===== config.mk =====
export PLATFORM = sky130hd
export DESIGN_NAME = cotrap_seq
export DESIGN_NICKNAME = d
export VERILOG_FILES = /design/src/rtl/cotrap_pkg.sv /design/src/rtl/cotrap_decode.sv /design/src/rtl/cotrap_poll_timer.sv /design/src/rtl/cotrap_seq.sv
export SDC_FILE = /design/constraint.sdc
export NUM_CORES = 1
export LEC_CHECK = 0
export ABC_AREA = 1
export BUFFER_PORTS_ARGS = -buffer_cell sky130_fd_sc_hd__buf_4
export CORE_MARGIN = 4
export CORE_UTILIZATION = 47
export CTS_CLUSTER_SIZE = 24
export DETAILED_ROUTE_END_ITERATION = 10
export PLACE_DENSITY = 0.76
export SYNTH_ARGS = -nofsm -noshare
export SYNTH_HDL_FRONTEND = slang
export SYNTH_HIERARCHICAL = 1
export SYNTH_SLANG_ARGS = --single-unit

===== constraint.sdc =====
create_clock -name clk -period 1.78 [get_ports clk]
set_input_delay 0.267 -clock clk [delete_from_list [all_inputs] [get_ports clk]]
set_output_delay 0.267 -clock clk [all_outputs]
set_load 0.05 [all_outputs]

===== src/rtl/cotrap_pkg.sv =====
package cotrap_pkg;

  typedef enum logic [1:0] {
    ST_IDLE = 2'd0,
    ST_SEL  = 2'd1,
    ST_WR   = 2'd2,
    ST_POLL = 2'd3
  } seq_state_t;

  localparam logic [15:0] RSP_BUSY  = 16'h0000;
  localparam logic [15:0] RSP_FALSE = 16'h0001;
  localparam logic [15:0] RSP_TRUE  = 16'h0002;

  // Opmode (low opcode bits) legality
  function automatic logic opmode_ok(input logic [2:0] m);
    return (m == 3'b010) || (m == 3'b011) || (m == 3'b100);
  endfunction

  // Trailing operand word count for a legal opmode
  function automatic logic [2:0] operand_words(input logic [2:0] m);
    case (m)
      3'b010:  return 3'd1;
      3'b011:  return 3'd2;
      default: return 3'd0;
    endcase
  endfunction

  // Total words to step over after the selector
  function automatic logic [2:0] skip_words(input logic [1:0] ext, input logic [2:0] m);
    return {1'b0, ext} + operand_words(m);
  endfunction

endpackage


===== src/rtl/cotrap_decode.sv =====
module cotrap_decode
  import cotrap_pkg::*;
(
  input  logic [2:0]  opmode,
  input  logic [15:0] selector,
  input  logic [1:0]  ext,
  output logic        bad,
  output logic [2:0]  skip
);

  logic rsv_nonzero;

  always_comb begin
    rsv_nonzero = |selector[15:6];
    bad         = rsv_nonzero || !opmode_ok(opmode);
    skip        = skip_words(ext, opmode);
  end

  // a legal instruction never asks to skip more than ext + 2 words
  always_comb begin
    if (!bad) begin
      skip_range_chk: assert (skip <= 3'd5 && skip >= {1'b0, ext});
    end
  end

endmodule


===== src/rtl/cotrap_poll_timer.sv =====
module cotrap_poll_timer #(
  parameter int POLL_LIMIT = 8
) (
  input  logic clk,
  input  logic rst,
  input  logic clear,
  input  logic tick,
  output logic expire
);

  localparam int CW = $clog2(POLL_LIMIT + 1);
  localparam logic [CW-1:0] LAST = CW'(POLL_LIMIT - 1);

  logic [CW-1:0] cnt;

  assign expire = tick && (cnt == LAST);

  always_ff @(posedge clk) begin
    if (rst || clear) cnt <= '0;
    else if (tick && !expire) cnt <= cnt + 1'b1;
  end

  // a cleared timer starts the next poll window from zero
  timer_clear_chk: assert property (@(posedge clk) disable iff (rst)
    clear |=> (cnt == '0));

  // the counter never runs past its last step
  timer_bound_chk: assert property (@(posedge clk) disable iff (rst)
    cnt <= LAST);

endmodule


===== src/rtl/cotrap_seq.sv =====
module cotrap_seq
  import cotrap_pkg::*;
#(
  parameter int POLL_LIMIT = 8
) (
  input  logic        clk,
  input  logic        rst,
  input  logic [1:0]  ext_words,
  input  logic        iw_valid,
  input  logic [15:0] iw_data,
  output logic        iw_ready,
  output logic        cp_sel,
  output logic        cp_wr,
  output logic        cp_rd,
  output logic [15:0] cp_wdata,
  input  logic [15:0] cp_rdata,
  output logic        done,
  output logic        trap_req,
  output logic [2:0]  skip_cnt,
  output logic        illegal_instr,
  output logic        proto_err
);

  seq_state_t  state;
  logic [2:0]  opmode_q;
  logic [15:0] sel_q;
  logic [2:0]  skip_q;

  logic        dec_bad;
  logic [2:0]  dec_skip;
  logic        tmr_expire;

  // Named internal events
  logic ev_op_take, ev_sel_take, ev_bad, ev_busy, ev_false, ev_true, ev_junk, ev_timeout;

  cotrap_decode u_dec (
    .opmode   (opmode_q),
    .selector (iw_data),
    .ext      (ext_words),
    .bad      (dec_bad),
    .skip     (dec_skip)
  );

  cotrap_poll_timer #(.POLL_LIMIT(POLL_LIMIT)) u_tmr (
    .clk    (clk),
    .rst    (rst),
    .clear  (cp_wr),
    .tick   (ev_busy),
    .expire (tmr_expire)
  );

  always_comb begin
    iw_ready    = (state == ST_IDLE) || (state == ST_SEL);
    cp_wr       = (state == ST_WR);
    cp_rd       = (state == ST_POLL);
    cp_sel      = (state == ST_POLL);
    cp_wdata    = sel_q;
    ev_op_take  = (state == ST_IDLE) && iw_valid;
    ev_sel_take = (state == ST_SEL) && iw_valid;
    ev_bad      = ev_sel_take && dec_bad;
    ev_busy     = cp_rd && (cp_rdata == RSP_BUSY);
    ev_false    = cp_rd && (cp_rdata == RSP_FALSE);
    ev_true     = cp_rd && (cp_rdata == RSP_TRUE);
    ev_junk     = cp_rd && !ev_busy && !ev_false && !ev_true;
    ev_timeout  = tmr_expire;
  end

  always_ff @(posedge clk) begin
    if (rst) begin
      state    <= ST_IDLE;
      opmode_q <= '0;
      sel_q    <= '0;
      skip_q   <= '0;
    end else begin
      case (state)
        ST_IDLE: if (ev_op_take) begin
          opmode_q <= iw_data[2:0];
          state    <= ST_SEL;
        end
        ST_SEL: if (ev_sel_take) begin
          sel_q  <= iw_data;
          skip_q <= dec_skip;
          state  <= dec_bad ? ST_IDLE : ST_WR;
        end
        ST_WR:   state <= ST_POLL;
        ST_POLL: if (!ev_busy || ev_timeout) state <= ST_IDLE;
        default: state <= ST_IDLE;
      endcase
    end
  end

  always_ff @(posedge clk) begin
    if (rst) begin
      done          <= 1'b0;
      trap_req      <= 1'b0;
      skip_cnt      <= '0;
      illegal_instr <= 1'b0;
      proto_err     <= 1'b0;
    end else begin
      done          <= ev_false || ev_true;
      trap_req      <= ev_true;
      skip_cnt      <= (ev_false || ev_true) ? skip_q : 3'd0;
      illegal_instr <= ev_bad;
      proto_err     <= ev_junk || ev_timeout;
    end
  end

  // every condition write is followed by a response read
  wr_then_rd_chk: assert property (@(posedge clk) disable iff (rst)
    cp_wr |=> (cp_rd && cp_sel));

  // a malformed instruction never reaches the coprocessor
  illegal_nowr_chk: assert property (@(posedge clk) disable iff (rst)
    ev_bad |=> (illegal_instr && !cp_wr && !cp_rd));

  // a trap request always comes with done
  trap_with_done_chk: assert property (@(posedge clk) disable iff (rst)
    trap_req |-> done);

  // completion and protocol error are exclusive
  done_xor_err_chk: assert property (@(posedge clk) disable iff (rst)
    !(done && proto_err));

  // done only follows a response read
  done_after_rd_chk: assert property (@(posedge clk) disable iff (rst)
    $rose(done) |-> $past(cp_rd));

  // no word is taken while the coprocessor is being polled
  no_fetch_in_poll_chk: assert property (@(posedge clk) disable iff (rst)
    cp_rd |-> !iw_ready);

  // at most one terminal indication per cycle
  one_term_chk: assert property (@(posedge clk) disable iff (rst)
    $onehot0({done, illegal_instr, proto_err}));

endmodule


==> Flow_metrics.wiki, run 1 <==
{| class="wikitable"
! Metric !! Value
|-
| Adder-cell area share of the yosys netlist || 2.946%
|-
| Vias in the first global route || 1340
|-
| Top cell type's share of synthesized area || 45.83%
|-
| Total via count after detailed routing || 1493
|-
| Cell type with the highest aggregate area in the netlist || sky130_fd_sc_hd__dfxtp_1
|-
| Core Region || 3078 µm²
|-
| CTS root buf || sky130_fd_sc_hd__clkbuf_4
|-
| Clock tree buffer depth || 2
|-
| Combinational Power Share || 17.0%
|-
| Die height || 65.04 µm
|-
| Maximum clock frequency || 668.6 MHz
|-
| Worst Tran Pin Value || 0.3613 ns
|-
| Relative max-transition margin || 75.73%
|-
| DR pass1 iterations || 4
|-
| Number of flip-flops and latches in the synthesized netlist || 35
|-
| Maximum number of pins on one net before global-route repair || 40
|-
| Largest fanout on the critical path || 7
|-
| I/O Pins || 64
|-
| Detailed-route wire length || 3.356 mm
|-
| Die area || 4230 µm²
|-
| Width of the die || 65.04 µm
|-
| Buffers inserted during post-CTS setup optimization || 0
|-
| Deepest level of the CTS H-tree || 2
|-
| Routability congestion estimate || 0.7488
|-
| Reg power frac || 48.6%
|-
| Port buffer count || 63
|-
| Hold Worst Slack || 0.1317 ns
|-
| Share of post-route cells with drive strength above 1 || 28.87%
|-
| Leading cell type in the layout, fill and taps excluded || sky130_fd_sc_hd__buf_4
|-
| Number of slew-limit violations in the final report || 0
|-
| Area growth from synthesis to layout || 40.10%
|-
| Launching element type of the critical path || register
|-
| Share of the clock period used by the worst path || 84.03%
|-
| Clock buffer count from CTS || 5
|-
| Setup repair after global routing missed its margin || no
|-
| Multiplexer fraction of the synthesized cell area || 0%
|-
| Cell internal power dissipation || 0.001268 W
|-
| Leading cell types by total area after synthesis || sky130_fd_sc_hd__dfxtp_1, sky130_fd_sc_hd__nor2_1, sky130_fd_sc_hd__o21ai_0
|-
| Post-synthesis area per instance || 7.079 µm²
|-
| Dominant combinational cell family by area after synthesis || simple AND/OR/NAND/NOR gates
|-
| Clock tree from TritonCTS || built
|-
| Power density over the cells || 806.6 nW/µm²
|-
| Post-Place Cell Area || 2056 µm²
|-
| Total Routing Usage GR || 17.26%
|-
| Maximum clock skew at final layout || 0.006237 ns
|-
| Number of standard cells after synthesis || 216
|-
| Quantity of hold-fixing buffers added after cts || 0
|-
| Clk slew on worst S/H paths || 0.10 ns
|-
| WL/cell || 10.23 µm
|-
| Iter 0 DRT Violations || 100
|-
| Type of the worst min-delay path || in -> reg
|-
| Std-Cell Rows || 20
|-
| Psw || 0.0004594 W
|-
| Drt via density || 4.552
|-
| Worst endpoint data arrival time || 1.23 ns
|-
| Leakage || 0.9812 nW
|-
| Endpoint type of the worst setup path || output port
|-
| DR DRC count || 0
|-
| Sequential cell area fraction in the yosys report || 45.83%
|-
| Util after Layout || 69.59%
|-
| Most used cells in the layout excluding fill and tap cells || sky130_fd_sc_hd__buf_4, sky130_fd_sc_hd__nor2_1, sky130_fd_sc_hd__dfxtp_1
|-
| Switching fraction of total power || 26.59%
|-
| Sinks on the clock net || 35
|-
| HPWL after DPL || 2.569 mm
|-
| Final Setup Violations || 0
|-
| Critical path type || reg -> out
|-
| Net count after synthesis || 256
|-
| Gr ovfl total || 0
|-
| Insertion delay to the later sink of the worst-skew pair || 0.33 ns
|-
| Xor-xnor portion of the synthesized cell area || 0%
|-
| Number of gates given a new drive strength after cts || 0
|-
| Number of unique standard cell types used by synthesis || 21
|-
| Antenna violations before repair || 0
|-
| Number of maximum-capacitance violations || 0
|-
| Total power after layout || 0.001728 W
|-
| Nets@finish || 323
|-
| Total standard cell area after synthesis || 1529 µm²
|-
| Final number of hold-violating endpoints || 0
|-
| N_diodes || 0
|-
| Synthesized-area fraction occupied by and/or/nand/nor cells || 25.61%
|-
| Req. time, crit path || 1.51 ns
|-
| Time the final worst path needs with I/O delays and setup || 1.496 ns
|-
| Post-route design area || 2142 µm²
|-
| Compound-gate portion of the synthesized area || 15.06%
|-
| Maximum resistive drop on vdd || 0.0005279 V
|-
| Number of nets with antenna violations after routing || 0
|-
| Sum of negative setup slack || 0 ns
|-
| First-pass GRT wire length || 5.664 mm
|-
| Ys Warns || 6
|-
| Proportion of power drawn by the clock network || 34.4%
|-
| Initial core utilization || 49.67%
|-
| Run status || complete, no violations
|}
## registers in the layout, indices dropped and copies added, names as in the netlist, named ones only
signal         flops
cp_wdata          16
u_tmr/cnt          4
opmode_q           3
illegal_instr      1
proto_err          1
trap_req           1
skip_q             3
state              1
done               1
skip_cnt           3
## stage by stage
| stage | instances | setup WS (ns) |
|---|---|---|
| 6_report | 328 | 0.2842 |
| 5_1_grt | 328 | 0.1223 |
| 4_1_cts | 328 | 0.2514 |
| 3_5_place_dp | 320 | 0.08753 |
| 3_3_place_gp | 320 | 0.1810 |
| 2_1_floorplan | 216 | 0.2084 |
## layer usage
metal	wire length [µm]	part of all wire [%]	GRT usage [%]
met5	0	0	0
met4	44	1.3	5.440
met3	183	5.5	6.412
met2	1649	49	29.37
met1	1479	44	20.02
## logic make-up (layout without fill, tap and decap cells)
| family | count (synthesis) | in the layout |
|---|---|---|
| buffers and inverters | 41 | 109 |
| AO/OA/AOI/OAI | 46 | 46 |
| AND/OR/NAND/NOR | 91 | 91 |
| adder cells (fa/ha/maj) | 3 | 3 |
| flip-flops | 35 | 35 |
## cells in the mapped netlist, drive strengths merged
cell / n
inv: 34
and2: 1
a21oi: 21
nand4: 4
nand3: 9
buf: 4
clkbuf: 3
nand2: 27
nor3: 5
o21ai: 25
ha: 2
fa: 1
nor2: 44
or2: 1
dfxtp: 35
## critical path, stage by stage (launching register included)
cell                      delay (ns)
sky130_fd_sc_hd__dfxtp_1        0.47
sky130_fd_sc_hd__nand2_2        0.09
sky130_fd_sc_hd__inv_2          0.12
sky130_fd_sc_hd__buf_4          0.21
## worst paths after layout
kind / cells after the start / startpoint / slack, ns / to
setup / recovery: 3 / state[0] / 0.28 / cp_rd
hold / removal: 2 / rst / 0.13 / trap_req
setup reg to reg: 7 / opmode_q[2] / 0.30 / skip_q[1]
hold reg to reg: 2 / cp_wdata[13] / 0.45 / cp_wdata[13]
## power by group through the flow
stage / clock, W / sequential [W] / combinational, W
finish: 0.000595 / 0.000839 / 0.000294
global route: 0.000651 / 0.000846 / 0.000323
CTS: 0.000615 / 0.000840 / 0.000295
detailed placement: 0 / 0.000858 / 0.000294
global placement: 0 / 0.000857 / 0.000292
floorplan: 0 / 0.000939 / 0.0000886
## cell type report
type                       count  area [µm²]
tap                           44       55.05
multi-input combinational    140       669.4
fill                         275       935.9
inverter                      34       127.6
clock buffer                   6       51.30
clock inverter                 2       35.03
sequential                    35       700.7
timing repair buffer          67       503.0
No activity file was read; power rests on OpenSTA's default activity.
==> run 2, diff against run 1 <==
- CORE_UTILIZATION: 47 -> 42
- PLACE_DENSITY: 0.76 -> 0.71
- clock period: 1.78 -> 1.25 ns (I/O delays scaled with it)
==> run 2 against run 1 <==
Net effect: the run now ends with negative setup slack left; die area up 10%; critical path depth unchanged; worst hold slack worse by 0.085 ns; combinational power up 69%; routed wire length up 22%; utilization up 3.3 points; first-iteration DRC count down 33%; cell count up 7.6%; clock skew up 0.0030 ns; setup slack worse by 0.42 ns; largest cell class is now multi-input combinational cells; highest routed layer unchanged.
==> Flow_metrics.wiki, run 2 (same netlist as run 1, synthesis figures left out) <==
{| class="wikitable"
! Metric !! Value
|-
| I/O Pins || 64
|-
| Die area || 4670 µm²
|-
| Drt via density || 4.669
|-
| Clock tree buffer depth || 2
|-
| Largest fanout on the critical path || 4
|-
| Switching fraction of total power || 30.32%
|-
| Combined buffer and inverter count along the critical path || 2
|-
| Detailed-route wire length || 4.096 mm
|-
| Launching element type of the critical path || register
|-
| Type of the worst min-delay path || in -> reg
|-
| WL/cell || 11.60 µm
|-
| Post-Place Cell Area || 2242 µm²
|-
| Leakage || 1.108 nW
|-
| Critical path type || reg -> out
|-
| Run status || complete, but fails checks
|-
| Most used cells in the layout excluding fill and tap cells || sky130_fd_sc_hd__buf_4, sky130_fd_sc_hd__nor2_1, sky130_fd_sc_hd__inv_1, sky130_fd_sc_hd__dfxtp_1
|-
| Setup repair after global routing missed its margin || yes
|-
| Clock tree from TritonCTS || built
|-
| Highest cell delay on the worst timing path || 0.40 ns
|-
| Final Instance Count excl. Fillers || 353
|-
| Total via count after detailed routing || 1648
|-
| Placed instance count || 334
|-
| Final Setup Violations || 7
|-
| Maximum number of pins on one net before global-route repair || 40
|-
| Cell internal power dissipation || 0.001596 W
|-
| Worst endpoint data arrival time || 1.20 ns
|-
| Combinational Power Share || 21.7%
|-
| List of cells traversed by the critical path || clkinvlp_4, nor2_4, buf_8
|-
| Area occupied by multi-input gates || 797.0 µm²
|-
| Worst Tran Pin Value || 0.1920 ns
|-
| Core Region || 3416 µm²
|-
| Proportion of power drawn by the clock network || 26.0%
|-
| Relative max-transition margin || 87.06%
|-
| Antenna violations before repair || 0
|-
| Gr ovfl total || 0
|-
| Psw || 0.0006943 W
|-
| Total Routing Usage GR || 17.57%
|-
| First-pass GRT wire length || 6.037 mm
|-
| Area growth from synthesis to layout || 62.93%
|-
| Share of post-route cells with drive strength above 1 || 44.63%
|-
| Post-route design area || 2491 µm²
|-
| Clock buffer count from CTS || 5
|-
| Width of the die || 68.34 µm
|-
| Quantity of hold-fixing buffers added after cts || 0
|-
| Sinks on the clock net || 35
|-
| Violations in the final reports || negative setup slack
|-
| Vias in the first global route || 1451
|-
| DR pass1 iterations || 5
|-
| Routability congestion estimate || 0.7625
|-
| Time the final worst path needs with I/O delays and setup || 1.383 ns
|-
| Minimum setup slack among reg-to-reg paths || -0.13 ns
|-
| Sequential cell area || 713.2 µm²
|-
| CTS root buf || sky130_fd_sc_hd__clkbuf_4
|-
| HPWL after DPL || 2.803 mm
|-
| Reg power frac || 52.2%
|-
| CP max stage cell || sky130_fd_sc_hd__dfxtp_4
|-
| Count of filler cells inserted in the layout || 285
|-
| Maximum clock skew at final layout || 0.009196 ns
|-
| Port buffer count || 63
|-
| Std-Cell Rows || 21
|-
| Iter 0 DRT Violations || 67
|-
| Number of slew-limit violations in the final report || 0
|-
| Kind of cell adding the most delay to the critical path || flip-flops
|-
| Endpoint type of the worst setup path || output port
|-
| Number of maximum-capacitance violations || 0
|-
| Clk slew on worst S/H paths || 0.11 ns
|-
| Power density over the cells || 919.2 nW/µm²
|-
| Number of nets with antenna violations after routing || 0
|-
| Req. time, crit path || 1.06 ns
|-
| Final number of hold-violating endpoints || 0
|-
| Share of the clock period used by the worst path || 110.6%
|-
| Leading cell type in the layout, fill and taps excluded || sky130_fd_sc_hd__buf_4
|-
| Maximum resistive drop on vdd || 0.0005226 V
|-
| Number of flip-flops under the largest register name || 16
|-
| DR DRC count || 0
|-
| Maximum clock frequency || 723.0 MHz
|-
| Initial core utilization || 44.76%
|-
| N_diodes || 0
|-
| Crit path setup slack, layout || -0.1331 ns
|-
| Nets@finish || 346
|-
| Insertion delay to the later sink of the worst-skew pair || 0.34 ns
|-
| Die height || 68.34 µm
|-
| Deepest level of the CTS H-tree || 2
|}
-- run 2: cell count changes in the layout (fill, tap and decap cells not counted), moves of 3 or more --
cell	before	now
sky130_fd_sc_hd__buf_4	67	83
sky130_fd_sc_hd__buf_8	0	3
sky130_fd_sc_hd__dfxtp_1	35	29
sky130_fd_sc_hd__dfxtp_2	0	4
sky130_fd_sc_hd__inv_1	33	29
sky130_fd_sc_hd__nand2_1	25	21
sky130_fd_sc_hd__nand2_2	2	5
sky130_fd_sc_hd__nor2_1	42	29
sky130_fd_sc_hd__nor2_2	2	9
sky130_fd_sc_hd__nor2_4	0	6
sky130_fd_sc_hd__o21ai_0	25	19
sky130_fd_sc_hd__o21ai_1	0	6
-- run 2: metrics by stage --
stage          utilization, %  hold slack (ns)  TNS, ns  setup slack, ns  total power [W]
3_5_place_dp            65.64           0.3978   -1.247          -0.2630         0.001694
2_1_floorplan               -           0.2566  -0.6048          -0.1220         0.001480
6_report                72.93          0.04646  -0.4335          -0.1331         0.002290
4_1_cts                 69.67          0.02866  -0.3495          -0.1522         0.002289
3_3_place_gp            65.64           0.4071  -0.8028          -0.1795         0.001686
5_1_grt                 72.93          0.04414   -1.817          -0.2045         0.002428
-- run 2: power by group through the flow --
stage	combinational [W]	clock, W	sequential, W
after floorplan	0.000141	0	0.00134
after global placement	0.000468	0	0.00122
after detailed placement	0.000475	0	0.00122
after CTS	0.000479	0.000615	0.00120
after global routing	0.000542	0.000682	0.00120
final	0.000497	0.000596	0.00120
-- run 2: metal layers --
layer / up-vias / GRT usage (%) / routed length [µm]
li1: 866 / - / -
met5: - / 0 / 0
met4: 0 / 8.933 / 68
met2: 48 / 29.36 / 2146
met3: 7 / 4.269 / 244
met1: 727 / 20.76 / 1637
-- run 2: area by class of cell --
| class | count | share of cell area [%] |
|---|---|---|
| timing repair buffer | 90 | 29.53 |
| sequential | 35 | 28.63 |
| clock buffer | 6 | 1.657 |
| multi-input combinational | 140 | 31.99 |
| tap | 46 | 2.310 |
| clock inverter | 2 | 0.5023 |
| inverter | 34 | 5.374 |
-- run 2: worst paths after layout --
check	from	cells after the start	end
worst min register to register	skip_q[0]	2	skip_cnt[0]
worst min-delay path	rst	2	trap_req
worst max register to register	opmode_q[1]	6	skip_q[1]
worst max-delay path	register	3	cp_wr
-- run 2: repair_timing --
item,CTS,global route
gates resized for setup,15,16
pin swaps,4,14
gates cloned,0,1
setup endpoints to repair,8,32
setup buffers,4,6
==> run 3, diff against run 2 <==
- CORE_ASPECT_RATIO: not set -> 1.4
==> run 3 against run 2 <==
Net effect: the flow still finishes with violations (negative setup slack); cell count fell by 0.85%; global-route usage rose by 0.16 points; register-to-register slack improved by 0.05 ns; critical endpoint is now skip_q[1]; highest routed layer unchanged.
==> Flow_metrics.wiki, run 3 (same netlist as run 1, synthesis figures left out) <==
{| class="wikitable"
! Metric !! Value
|-
| Run status || complete, but fails checks
|-
| Violations in the final reports || negative setup slack
|-
| Share of the clock period used by the worst path || 106.7%
|-
| Number of nets with antenna violations after routing || 0
|-
| Number of slew-limit violations in the final report || 0
|-
| Switching fraction of total power || 28.85%
|-
| Share of post-route cells with drive strength above 1 || 50.32%
|-
| Detailed-route wire length || 4.427 mm
|-
| Die height || 79.39 µm
|-
| GR met1 Demand/Resource || 18.61%
|-
| Sinks on the clock net || 35
|-
| Die area || 4683 µm²
|-
| Clock tree buffer depth || 2
|-
| Final Setup Violations || 8
|-
| Cell internal power dissipation || 0.001858 W
|-
| WL/cell || 12.65 µm
|-
| Area occupied by multi-input gates || 870.8 µm²
|-
| Routability congestion estimate || 0.8168
|-
| Total Routing Usage GR || 17.73%
|-
| Worst endpoint data arrival time || 1.53 ns
|-
| I/O Pins || 64
|-
| Launching element type of the critical path || register
|-
| Clock tree from TritonCTS || built
|-
| Std-Cell Rows || 25
|-
| Total power after layout || 0.002611 W
|-
| Nets@finish || 349
|-
| Count of filler cells inserted in the layout || 259
|-
| Placed instance count || 327
|-
| Insertion delay to the later sink of the worst-skew pair || 0.29 ns
|-
| Req. time, crit path || 1.45 ns
|-
| Endpoint type of the worst setup path || register
|-
| Post-Place Cell Area || 2240 µm²
|-
| Critical path type || reg -> reg
|-
| Proportion of power drawn by the clock network || 32.6%
|-
| Clk slew on worst S/H paths || 0.08 ns
|-
| Largest fanout on the critical path || 3
|-
| Leading cell type in the layout, fill and taps excluded || sky130_fd_sc_hd__buf_4
|-
| Number of flip-flops under the largest register name || 16
|-
| Setup repair after global routing missed its margin || yes
|-
| Drt via density || 4.806
|-
| Maximum resistive drop on vdd || 0.0008322 V
|-
| Gr ovfl total || 0
|-
| Core Region || 3441 µm²
|-
| Worst Tran Pin Value || 0.2245 ns
|-
| Deepest level of the CTS H-tree || 2
|-
| Crit path setup slack, layout || -0.08362 ns
|-
| Combinational Power Share || 21.5%
|-
| Iter 0 DRT Violations || 35
|-
| DR DRC count || 0
|-
| Relative max-transition margin || 84.95%
|-
| Met3 usage || 5.825%
|-
| Clock buffer count from CTS || 5
|-
| Type of the worst min-delay path || in -> reg
|-
| Reg power frac || 45.9%
|-
| Psw || 0.0007532 W
|-
| Final number of hold-violating endpoints || 0
|-
| Final Instance Count excl. Fillers || 350
|-
| Leakage || 1.162 nW
|-
| Routing usage on met2 || 31.08%
|-
| Sequential cell area || 714.4 µm²
|-
| Maximum number of pins on one net before global-route repair || 28
|-
| Maximum clock frequency || 749.8 MHz
|-
| N_diodes || 0
|-
| DR pass1 iterations || 4
|-
| Most used cells in the layout excluding fill and tap cells || sky130_fd_sc_hd__buf_4, sky130_fd_sc_hd__inv_1, sky130_fd_sc_hd__nor2_1
|-
| Time the final worst path needs with I/O delays and setup || 1.334 ns
|-
| HPWL after DPL || 2.796 mm
|-
| Peak-usage layer in the global routing report || met2
|-
| Initial core utilization || 44.44%
|-
| Maximum clock skew at final layout || 0.01218 ns
|-
| Power density over the cells || 978.3 nW/µm²
|-
| Number of maximum-capacitance violations || 0
|-
| Post-route design area || 2669 µm²
|-
| CTS root buf || sky130_fd_sc_hd__clkbuf_8
|-
| Port buffer count || 63
|-
| Total via count after detailed routing || 1682
|-
| Width of the die || 58.99 µm
|-
| Antenna violations before repair || 0
|-
| Area growth from synthesis to layout || 74.55%
|-
| First-pass GRT wire length || 6.417 mm
|-
| Vias in the first global route || 1579
|}
[run 3: layout make-up]
cell class	instances	share of cell area [%]
Clock buffer	7	3.235
Clock inverter	1	0.1875
Inverter	34	5.204
Multi-Input combinational cell	140	32.63
Sequential cell	35	26.77
Tap cell	40	1.875
Timing Repair Buffer	93	30.10
[run 3: what timing repair did]
| action | 4_1_cts | 5_1_grt |
|---|---|---|
| setup endpoints to repair | 8 | 31 |
| cloned | 0 | 3 |
| buffers inserted | 7 | 5 |
| gates resized for setup | 9 | 53 |
| hold buffers | 0 | 0 |
| pin swaps | 4 | 12 |
[run 3: power groups by stage]
stage                     Clock [W]  Sequential, W  Combinational, W
after floorplan                   0        0.00134          0.000141
after global placement            0        0.00122          0.000471
after detailed placement          0        0.00122          0.000477
after CTS                  0.000863        0.00119          0.000488
after global routing       0.000906        0.00120          0.000607
final                      0.000852        0.00120          0.000561
[run 3: path summary, 6_finish.rpt]
| path | startpoint | end | slack [ns] | cells past startpoint |
|---|---|---|---|---|
| worst max-delay path | opmode_q[1] | skip_q[1] | -0.08 | 6 |
| worst min-delay path | rst | trap_req | 0.12 | 2 |
| worst max register to register | opmode_q[1] | skip_q[1] | -0.08 | 6 |
| worst min register to register | skip_q[0] | skip_cnt[0] | 0.42 | 2 |
[run 3: stage by stage]
stage	setup slack, ns	setup TNS [ns]	utilization [%]	hold WS [ns]
after detailed placement	-0.1939	-0.8456	65.09	0.4134
after global placement	-0.1454	-0.6645	65.09	0.4081
after CTS	-0.1154	-0.1410	69.96	0.1059
after global routing	-0.1812	-1.791	77.56	0.1209
after floorplan	-0.1220	-0.6048	-	0.2566
final	-0.08362	-0.3839	77.56	0.1174
[run 3: critical path: stages (launching register included)]
cell                      delay [ns]
sky130_fd_sc_hd__dfxtp_2        0.35
sky130_fd_sc_hd__nand2_2        0.07
sky130_fd_sc_hd__nor2_2         0.08
sky130_fd_sc_hd__ha_2           0.17
sky130_fd_sc_hd__fa_1           0.41
sky130_fd_sc_hd__o21ai_2        0.12
sky130_fd_sc_hd__a21oi_1        0.04
[run 3: layer usage]
layer	up-vias	part of all wire [%]
met4	0	2.0
li1	866	-
met1	761	38
met3	7	6.0
met5	-	0
met2	48	54
